[src/rtl/ovf_irq_pkg.sv]
package ovf_irq_pkg;

    localparam int DATA_W  = 32;
    localparam int NUM_EVT = 3;
    localparam int CYC_BIT = 31;
    localparam int NSRC    = NUM_EVT + 1;
    localparam int ADDR_W  = 3;
    localparam int NUM_REQ = 2;   // 0: normal, 1: fast

    localparam logic [ADDR_W-1:0] ADR_NSET = 3'd0;
    localparam logic [ADDR_W-1:0] ADR_NCLR = 3'd1;
    localparam logic [ADDR_W-1:0] ADR_FSET = 3'd2;
    localparam logic [ADDR_W-1:0] ADR_FCLR = 3'd3;
    localparam logic [ADDR_W-1:0] ADR_STAT = 3'd4;

    typedef logic [NSRC-1:0]   src_vec_t;
    typedef logic [DATA_W-1:0] word_t;

    typedef enum logic [1:0] {
        SEL_NONE,
        SEL_NORM,
        SEL_FAST,
        SEL_STAT
    } rd_sel_e;

    typedef struct packed {
        logic [NUM_REQ-1:0] set_we;
        logic [NUM_REQ-1:0] clr_we;
        logic               stat_we;
        logic               rd_en;
        rd_sel_e            rd_sel;
        logic               deny;
    } bus_cmd_t;

    // Spread a compact source vector onto the register bit layout.
    function automatic word_t to_word(input src_vec_t s);
        word_t w;
        w = '0;
        for (int i = 0; i < NUM_EVT; i++) begin
            w[i] = s[i];
        end
        w[CYC_BIT] = s[NUM_EVT];
        return w;
    endfunction

    // Gather the live bits of a register word; reserved bits drop out.
    function automatic src_vec_t to_src(input word_t w);
        src_vec_t s;
        for (int i = 0; i < NUM_EVT; i++) begin
            s[i] = w[i];
        end
        s[NUM_EVT] = w[CYC_BIT];
        return s;
    endfunction

endpackage

[src/rtl/ovf_bus_decode.sv]
module ovf_bus_decode
    import ovf_irq_pkg::*;
(
    input  logic              valid,
    input  logic              write,
    input  logic [ADDR_W-1:0] addr,
    input  logic              priv,
    input  logic              user_en,
    output bus_cmd_t          cmd
);

    logic allowed;

    assign allowed = priv | user_en;

    always_comb begin
        cmd = '0;
        cmd.rd_sel = SEL_NONE;
        if (valid) begin
            if (!allowed) begin
                cmd.deny = 1'b1;
            end else if (write) begin
                for (int r = 0; r < NUM_REQ; r++) begin
                    cmd.set_we[r] = (addr == ADDR_W'(2 * r));
                    cmd.clr_we[r] = (addr == ADDR_W'(2 * r + 1));
                end
                cmd.stat_we = (addr == ADR_STAT);
            end else begin
                cmd.rd_en = 1'b1;
                case (addr)
                    ADR_NSET, ADR_NCLR: cmd.rd_sel = SEL_NORM;
                    ADR_FSET, ADR_FCLR: cmd.rd_sel = SEL_FAST;
                    ADR_STAT:           cmd.rd_sel = SEL_STAT;
                    default:            cmd.rd_sel = SEL_NONE;
                endcase
            end
        end
    end

endmodule

[src/rtl/ovf_enable_mask.sv]
module ovf_enable_mask
    import ovf_irq_pkg::*;
(
    input  logic     clk,
    input  logic     rst,
    input  logic     set_we,
    input  logic     clr_we,
    input  src_vec_t bits,
    output src_vec_t mask
);

    always_ff @(posedge clk) begin
        if (rst) begin
            mask <= '0;
        end else if (set_we) begin
            mask <= mask | bits;
        end else if (clr_we) begin
            mask <= mask & ~bits;
        end
    end

endmodule

[src/rtl/ovf_status_flags.sv]
module ovf_status_flags
    import ovf_irq_pkg::*;
(
    input  logic     clk,
    input  logic     rst,
    input  src_vec_t pulse,
    input  logic     clr_we,
    input  src_vec_t bits,
    output src_vec_t flags
);

    src_vec_t clr_bits;

    assign clr_bits = clr_we ? bits : '0;

    // A fresh pulse wins over a clear landing in the same cycle.
    always_ff @(posedge clk) begin
        if (rst) begin
            flags <= '0;
        end else begin
            flags <= (flags & ~clr_bits) | pulse;
        end
    end

endmodule

[src/rtl/ovf_req_drive.sv]
module ovf_req_drive
    import ovf_irq_pkg::*;
(
    input  logic                   clk,
    input  logic                   rst,
    input  src_vec_t               flags,
    input  src_vec_t [NUM_REQ-1:0] masks,
    output logic [NUM_REQ-1:0]     req_n
);

    for (genvar g = 0; g < NUM_REQ; g++) begin : g_req
        always_ff @(posedge clk) begin
            if (rst) begin
                req_n[g] <= 1'b1;
            end else begin
                req_n[g] <= ~|(flags & masks[g]);
            end
        end
    end

endmodule

[src/rtl/ovf_irq_unit.sv]
module ovf_irq_unit
    import ovf_irq_pkg::*;
(
    input  logic              clk,
    input  logic              rst,
    input  logic              bus_valid,
    input  logic              bus_write,
    input  logic [ADDR_W-1:0] bus_addr,
    input  logic [DATA_W-1:0] bus_wdata,
    input  logic              bus_priv,
    input  logic              user_access_en,
    input  logic [NSRC-1:0]   ovf_pulse,
    output logic [DATA_W-1:0] bus_rdata,
    output logic              bus_err,
    output logic              irq_norm_n,
    output logic              irq_fast_n
);

    bus_cmd_t               cmd;
    src_vec_t               wbits;
    src_vec_t [NUM_REQ-1:0] en_mask;
    src_vec_t               flags;
    logic [NUM_REQ-1:0]     req_n;
    word_t                  rd_word;

    assign wbits = to_src(bus_wdata);

    ovf_bus_decode u_dec (
        .valid   (bus_valid),
        .write   (bus_write),
        .addr    (bus_addr),
        .priv    (bus_priv),
        .user_en (user_access_en),
        .cmd     (cmd)
    );

    for (genvar g = 0; g < NUM_REQ; g++) begin : g_mask
        ovf_enable_mask u_mask (
            .clk    (clk),
            .rst    (rst),
            .set_we (cmd.set_we[g]),
            .clr_we (cmd.clr_we[g]),
            .bits   (wbits),
            .mask   (en_mask[g])
        );
    end

    ovf_status_flags u_flags (
        .clk    (clk),
        .rst    (rst),
        .pulse  (ovf_pulse),
        .clr_we (cmd.stat_we),
        .bits   (wbits),
        .flags  (flags)
    );

    ovf_req_drive u_req (
        .clk   (clk),
        .rst   (rst),
        .flags (flags),
        .masks (en_mask),
        .req_n (req_n)
    );

    assign irq_norm_n = req_n[0];
    assign irq_fast_n = req_n[1];

    always_comb begin
        case (cmd.rd_sel)
            SEL_NORM: rd_word = to_word(en_mask[0]);
            SEL_FAST: rd_word = to_word(en_mask[1]);
            SEL_STAT: rd_word = to_word(flags);
            default:  rd_word = '0;
        endcase
    end

    always_ff @(posedge clk) begin
        if (rst) begin
            bus_rdata <= '0;
            bus_err   <= 1'b0;
        end else begin
            bus_err <= cmd.deny;
            if (cmd.rd_en) begin
                bus_rdata <= rd_word;
            end
        end
    end

endmodule

[config.mk]
export PLATFORM = sky130hd
export DESIGN_NAME = ovf_irq_unit
export DESIGN_NICKNAME = d
export VERILOG_FILES = /design/src/rtl/ovf_irq_pkg.sv /design/src/rtl/ovf_bus_decode.sv /design/src/rtl/ovf_enable_mask.sv /design/src/rtl/ovf_status_flags.sv /design/src/rtl/ovf_req_drive.sv /design/src/rtl/ovf_irq_unit.sv
export SDC_FILE = /design/constraint.sdc
export NUM_CORES = 1
export LEC_CHECK = 0
export BUFFER_PORTS_ARGS = -buffer_cell sky130_fd_sc_hd__buf_4
export CORE_UTILIZATION = 42
export CTS_BUF_LIST = sky130_fd_sc_hd__clkbuf_4 sky130_fd_sc_hd__clkbuf_8
export CTS_CLUSTER_SIZE = 8
export DETAILED_ROUTE_END_ITERATION = 8
export PLACE_DENSITY_LB_ADDON = 0.15
export SLEW_MARGIN = 40
export SYNTH_ARGS = -nofsm -noshare
export SYNTH_HDL_FRONTEND = slang
export SYNTH_SLANG_ARGS = --single-unit
[constraint.sdc]
create_clock -name clk -period 1.28 [get_ports clk]
set_input_delay 0.064 -clock clk [delete_from_list [all_inputs] [get_ports clk]]
set_output_delay 0.064 -clock clk [all_outputs]
set_load 0.03 [all_outputs]
======== Word level (Yosys, flattened, before mapping) ========
Cells that the tools add are included.
word-level totals
  register bits after elaboration ......... 47
  bits of input ports ..................... 45
  output and inout bits ................... 35
operators by class
  equal/unequal tests ..................... 7
  mux-type cells .......................... 12
  bitwise gates (word level) .............. 12
  reduce and logical (&&, ||, !) cells .... 10
operator list
  operator            count
  $pmux 32 s3         1
  $and 4x4->4         5
  $mux 4              5
  $or 4x4->4          3
  $mux 9              1
  $mux 8              1
  $not 4->4           2
  $reduce_or 4->1     2
  $eq 3x2->1 const B  2
  $pmux 2 s3          1
  $reduce_or 2->1     3
  $mux 5              1
  $eq 2x2->1 const B  2
  $reduce_bool 2->1   2
  $eq 3x1->1 const B  1
  $eq 3x3->1 const B  1
  $logic_not 3->1     1
  $mux 3              1
  $eq 2x1->1 const B  1
  $logic_not 1->1     2
  $mux 1              1
  $not 1->1           1
  $or 1x1->1          1

======== Longest topological paths before layout ========
  depth in word-level cells ............... 10
  mapped depth ............................ 5

======== Cells and area by module ========
Synthesis repeated with hierarchy kept, for this count alone.
unflattened totals
  cells, all modules ...................... 128
  area, all modules ....................... 1,143.6 sq um
modules (own cells, without submodules)
  module            instances  cells each  area an instance (sq um)  sequential area each (sq um)
  ovf_irq_unit      1          58          506.7                     100.1
  ovf_enable_mask   2          16          155.1                     80.1
  ovf_status_flags  1          16          145.1                     80.1
  ovf_bus_decode    1          14          96.3                      0.0
  ovf_req_drive     1          8           85.1                      40.0

======== Least setup slack after synthesis ========
Ideal clock, no wire load.
  path kind ............................... reg-to-reg
  start ................................... register u_flags.flags[1]
  end ..................................... register bus_rdata[1]
  setup time .............................. 134 ps
  arrival time ............................ 763 ps
  required time ........................... 1,146 ps
  slack ................................... 383 ps
  cell stages (with the launch flop) ...... 4
  buffers on the path ..................... 0
  clock period less this slack ............ 897 ps
  path through ............................ dfxtp_1 -> and4bb_2 -> a211oi_1 -> a211oi_1
between the ends
  word-level cells in the longest chain between the ends .. 1
ends and longest elaborated chain
  element                 line                    RTL
  start, declared         ovf_status_flags.sv:9   output src_vec_t flags
  start signal, assigned  ovf_status_flags.sv:21  flags <= (flags & ~clr_bits) | pulse;
  $pmux 32 s3             ovf_irq_unit.sv:69      case (cmd.rd_sel)
  end signal, assigned    ovf_irq_unit.sv:84      bus_rdata <= rd_word;
  end, declared           ovf_irq_unit.sv:13      output logic [DATA_W-1:0] bus_rdata,
Every way passes these cells.
A chain may end at the register's enable or synchronous reset.

======== Final worst setup path ========
Ends and elaborated chain as after synthesis.

==> impl_metrics.yaml <==
floorplanning:
  pin_count: 80
  placeableCoreArea_mm2: 0.002500
  floorplan.die_area_mm2: 0.002868
  floorplan.die.height_um: 53.55
  floorplan.initialDensity_pct: 44.64
  die_w_um: 53.55
  core.rowCount: 18
yosys:
  postSynthRegisterBits: 19
  post_synth_num_cell_types: 23
  synthAdderAreaFrac_pct: 0
  largest_area_contributor_in_the_netlist: "dfxtp_1"
  yosysWarningCount: 0
  synthesis.instances: 122
  sequential_area_share_after_synthesis_pct: 34.08
  synth_top_family_by_area: "compound AO/OA/AOI/OAI gates"
  synth_enable_flop_cells: 0
  asyncSetResetFlopFracSynth_pct: 0
  synth_compound_gate_area_share_pct: 25.90
  yosysTopAreaCellShare_pct: 34.08
  syn_area_mm2: 0.001116
  synth.mux.area_fraction_pct: 0
  synth-simple-area-share_pct: 14.01
  synth_area_per_cell_um2: 9.148
  synth_xor_area_share_pct: 0
  synth_area_leaders: "dfxtp_1 (34%), buf_4 (19%), a311oi_1 (11%)"
  synth-main-ff-cell: "dfxtp_1"
placed_design:
  routabilityCongestion: 0.7869
  port_buffers: 23
  placement.setup.worst_slack_ps: 182.7
  dp.final_hpwl_mm: 1.630
  placed_instances: 167
worst_setup_path:
  setup.worst_path.start_class: "flip-flop"
  path_delay_family: "flip-flops"
  critPathMostFrequentCell: "a211oi_1"
  path_buf_inv: 0
  cp_slowest_stage_delay_ps: 360
  cpMaxStageDelayCell: "dfxtp_1"
  path_max_fanout: 4
  worst-endpoint-arrival_ps: 1170
  worstSetupPathType: "flip-flop to flip-flop"
  cp-end-kind: "flip-flop"
  timing.critical_path.cells: "and4bb_2 -> a211oi_1 -> a211oi_1"
  cp.required_ps: 1460
cts:
  clk_pin_slew_ps: 100
  ctsHoldBuffers: 4
  clock-sinks: 19
  clock_tree.buffer_depth: 2
  ctsRootBufferMaster: "clkbuf_4"
  post_cts.resized_instances: 0
  cts_post_setup_buffers_inserted: 0
  tritoncts: "yes"
  insertion_delay_ps: 290
  cts.htree.levels: 1
  cts-buffers-inserted: 3
global_routing:
  grt_total_usage_pct: 16.41
  grt_max_degree: 20
  global_route_wire_length_before_repair_mm: 3.353
  first_global_vias: 740
  antenna_found_initial: 0
  global_route.overflow_total: 0
final_layout:
  layout_area_overhead_pct: 10.54
  post_layout_nonfiller_instances: 175
  final_nets: 191
  fraction_of_layout_instances_using_a_drive_strength_above_1_pct: 22.76
  antennaDiodeCount: 0
detailed_routing:
  drc: 0
  route.vias.total: 884
  viasPerCell: 5.051
  detailed_router_s_first_iteration_violation_count: 17
  drtAntennaViolNets: 0
  routed_wirelength_mm: 2.192
  wire_per_inst_um: 12.53
  drt-pass1-iter-count: 4
worst_hold_path:
  hp-class: "primary input to flip-flop"
sta:
  grt_setup_unrepaired: "no"
  skew_ps: 3.769
  fin_crit_ps: 988.4
  report.final.slew_viol_count: 0
  finalHoldWorstSlack_ps: 30.86
  timing.final.hold_violations: 0
  max_clock_freq_mhz: 1012
  finalSetupTns_ps: 0
  period_share_pct: 77.22
  final_critical_path_setup_slack_ps: 291.6
  setup_viol: 0
pwr:
  total_power_mw: 1.236
  power_per_standard_cell_area_mw_per_mm2: 1002
  cellLeakagePower_nw: 0.5102
  ir_drop_v: 0.0005910
status:
  status: "finished, final reports clean"
job:
  maxCapViolations: 0
synth_stat cells (3+ instances only):
master and instances:
inv_1 4, a211oi_1 4, a21oi_1 5, buf_6 4, nor3b_1 6, clkbuf_1 3, a31oi_1 9, dfxtp_1 19
a311oi_1 14, buf_4 28, a22oi_1 4, nor2_1 6
power by group:
group          internal, mW  total, mW  switching, mW
combinational        0.0881      0.294          0.206
clock                 0.142      0.310          0.168
sequential            0.614      0.632         0.0181
layout make-up:
class / instances / area (um2)
clock buffers: 4 / 30.03
well taps: 30 / 37.54
flip-flops and latches: 19 / 380.4
fillers: 246 / 1266
inverters: 4 / 15.01
multi-input cells: 90 / 550.5
repair buffers: 28 / 220.2
layer usage:
metal	wire length [um]	GRT usage, %	vias up
met3	145	2.825	2
met2	1131	28.33	45
met4	19	7.895	0
met5	0	0	-
li1	-	-	438
met1	895	19.49	399
final timing paths:
path,start,endpoint,slack (ps),cells past startpoint
max,u_flags.flags[1],bus_rdata[1],290,3
min,ovf_pulse[2],u_flags.flags[2],30,3
max reg2reg,u_flags.flags[1],bus_rdata[1],290,3
min reg2reg,flip-flop,bus_rdata[2],520,2
layout by cell type (no fill, tap or decap):
cell,Yosys,layout
and4bb_2,2,2
buf_4,28,24
dfxtp_1,19,19
or2_1,1,1
inv_1,4,4
a211oi_1,4,4
nor2_1,6,6
dlygate4sd3_1,0,4
a22oi_1,4,4
a31oi_1,9,9
and2_1,2,2
nor2b_1,1,1
nor2b_4,1,1
a21oi_1,5,5
a21o_1,2,2
nand2_1,2,2
a311oi_1,14,14
o211a_1,1,1
clkbuf_4,0,4
and2_4,2,2
conb_1,1,28
nor3b_1,6,6
worst register-to-register path, cell delays in order (launching register included):
cell and delay, ps:
dfxtp_1 360, and4bb_2 240, a211oi_1 180, a211oi_1 100
per-stage QoR:
| stage | utilization (%) | cell area (um2) |
|---|---|---|
| finish | 49.35 | 1234 |
| floorplan | - | 1217 |
| detailed placement | 46.55 | 1164 |
| global placement | 46.55 | 1164 |
| CTS | 49.35 | 1234 |
| global route | 49.35 | 1234 |
logic make-up after synthesis:
family	after synthesis
AO/OA/AOI/OAI	39
other	1
flip-flops	19
buffers and inverters	40
AND/OR/NAND/NOR	23
No activity file was read; power rests on OpenSTA's default activity.
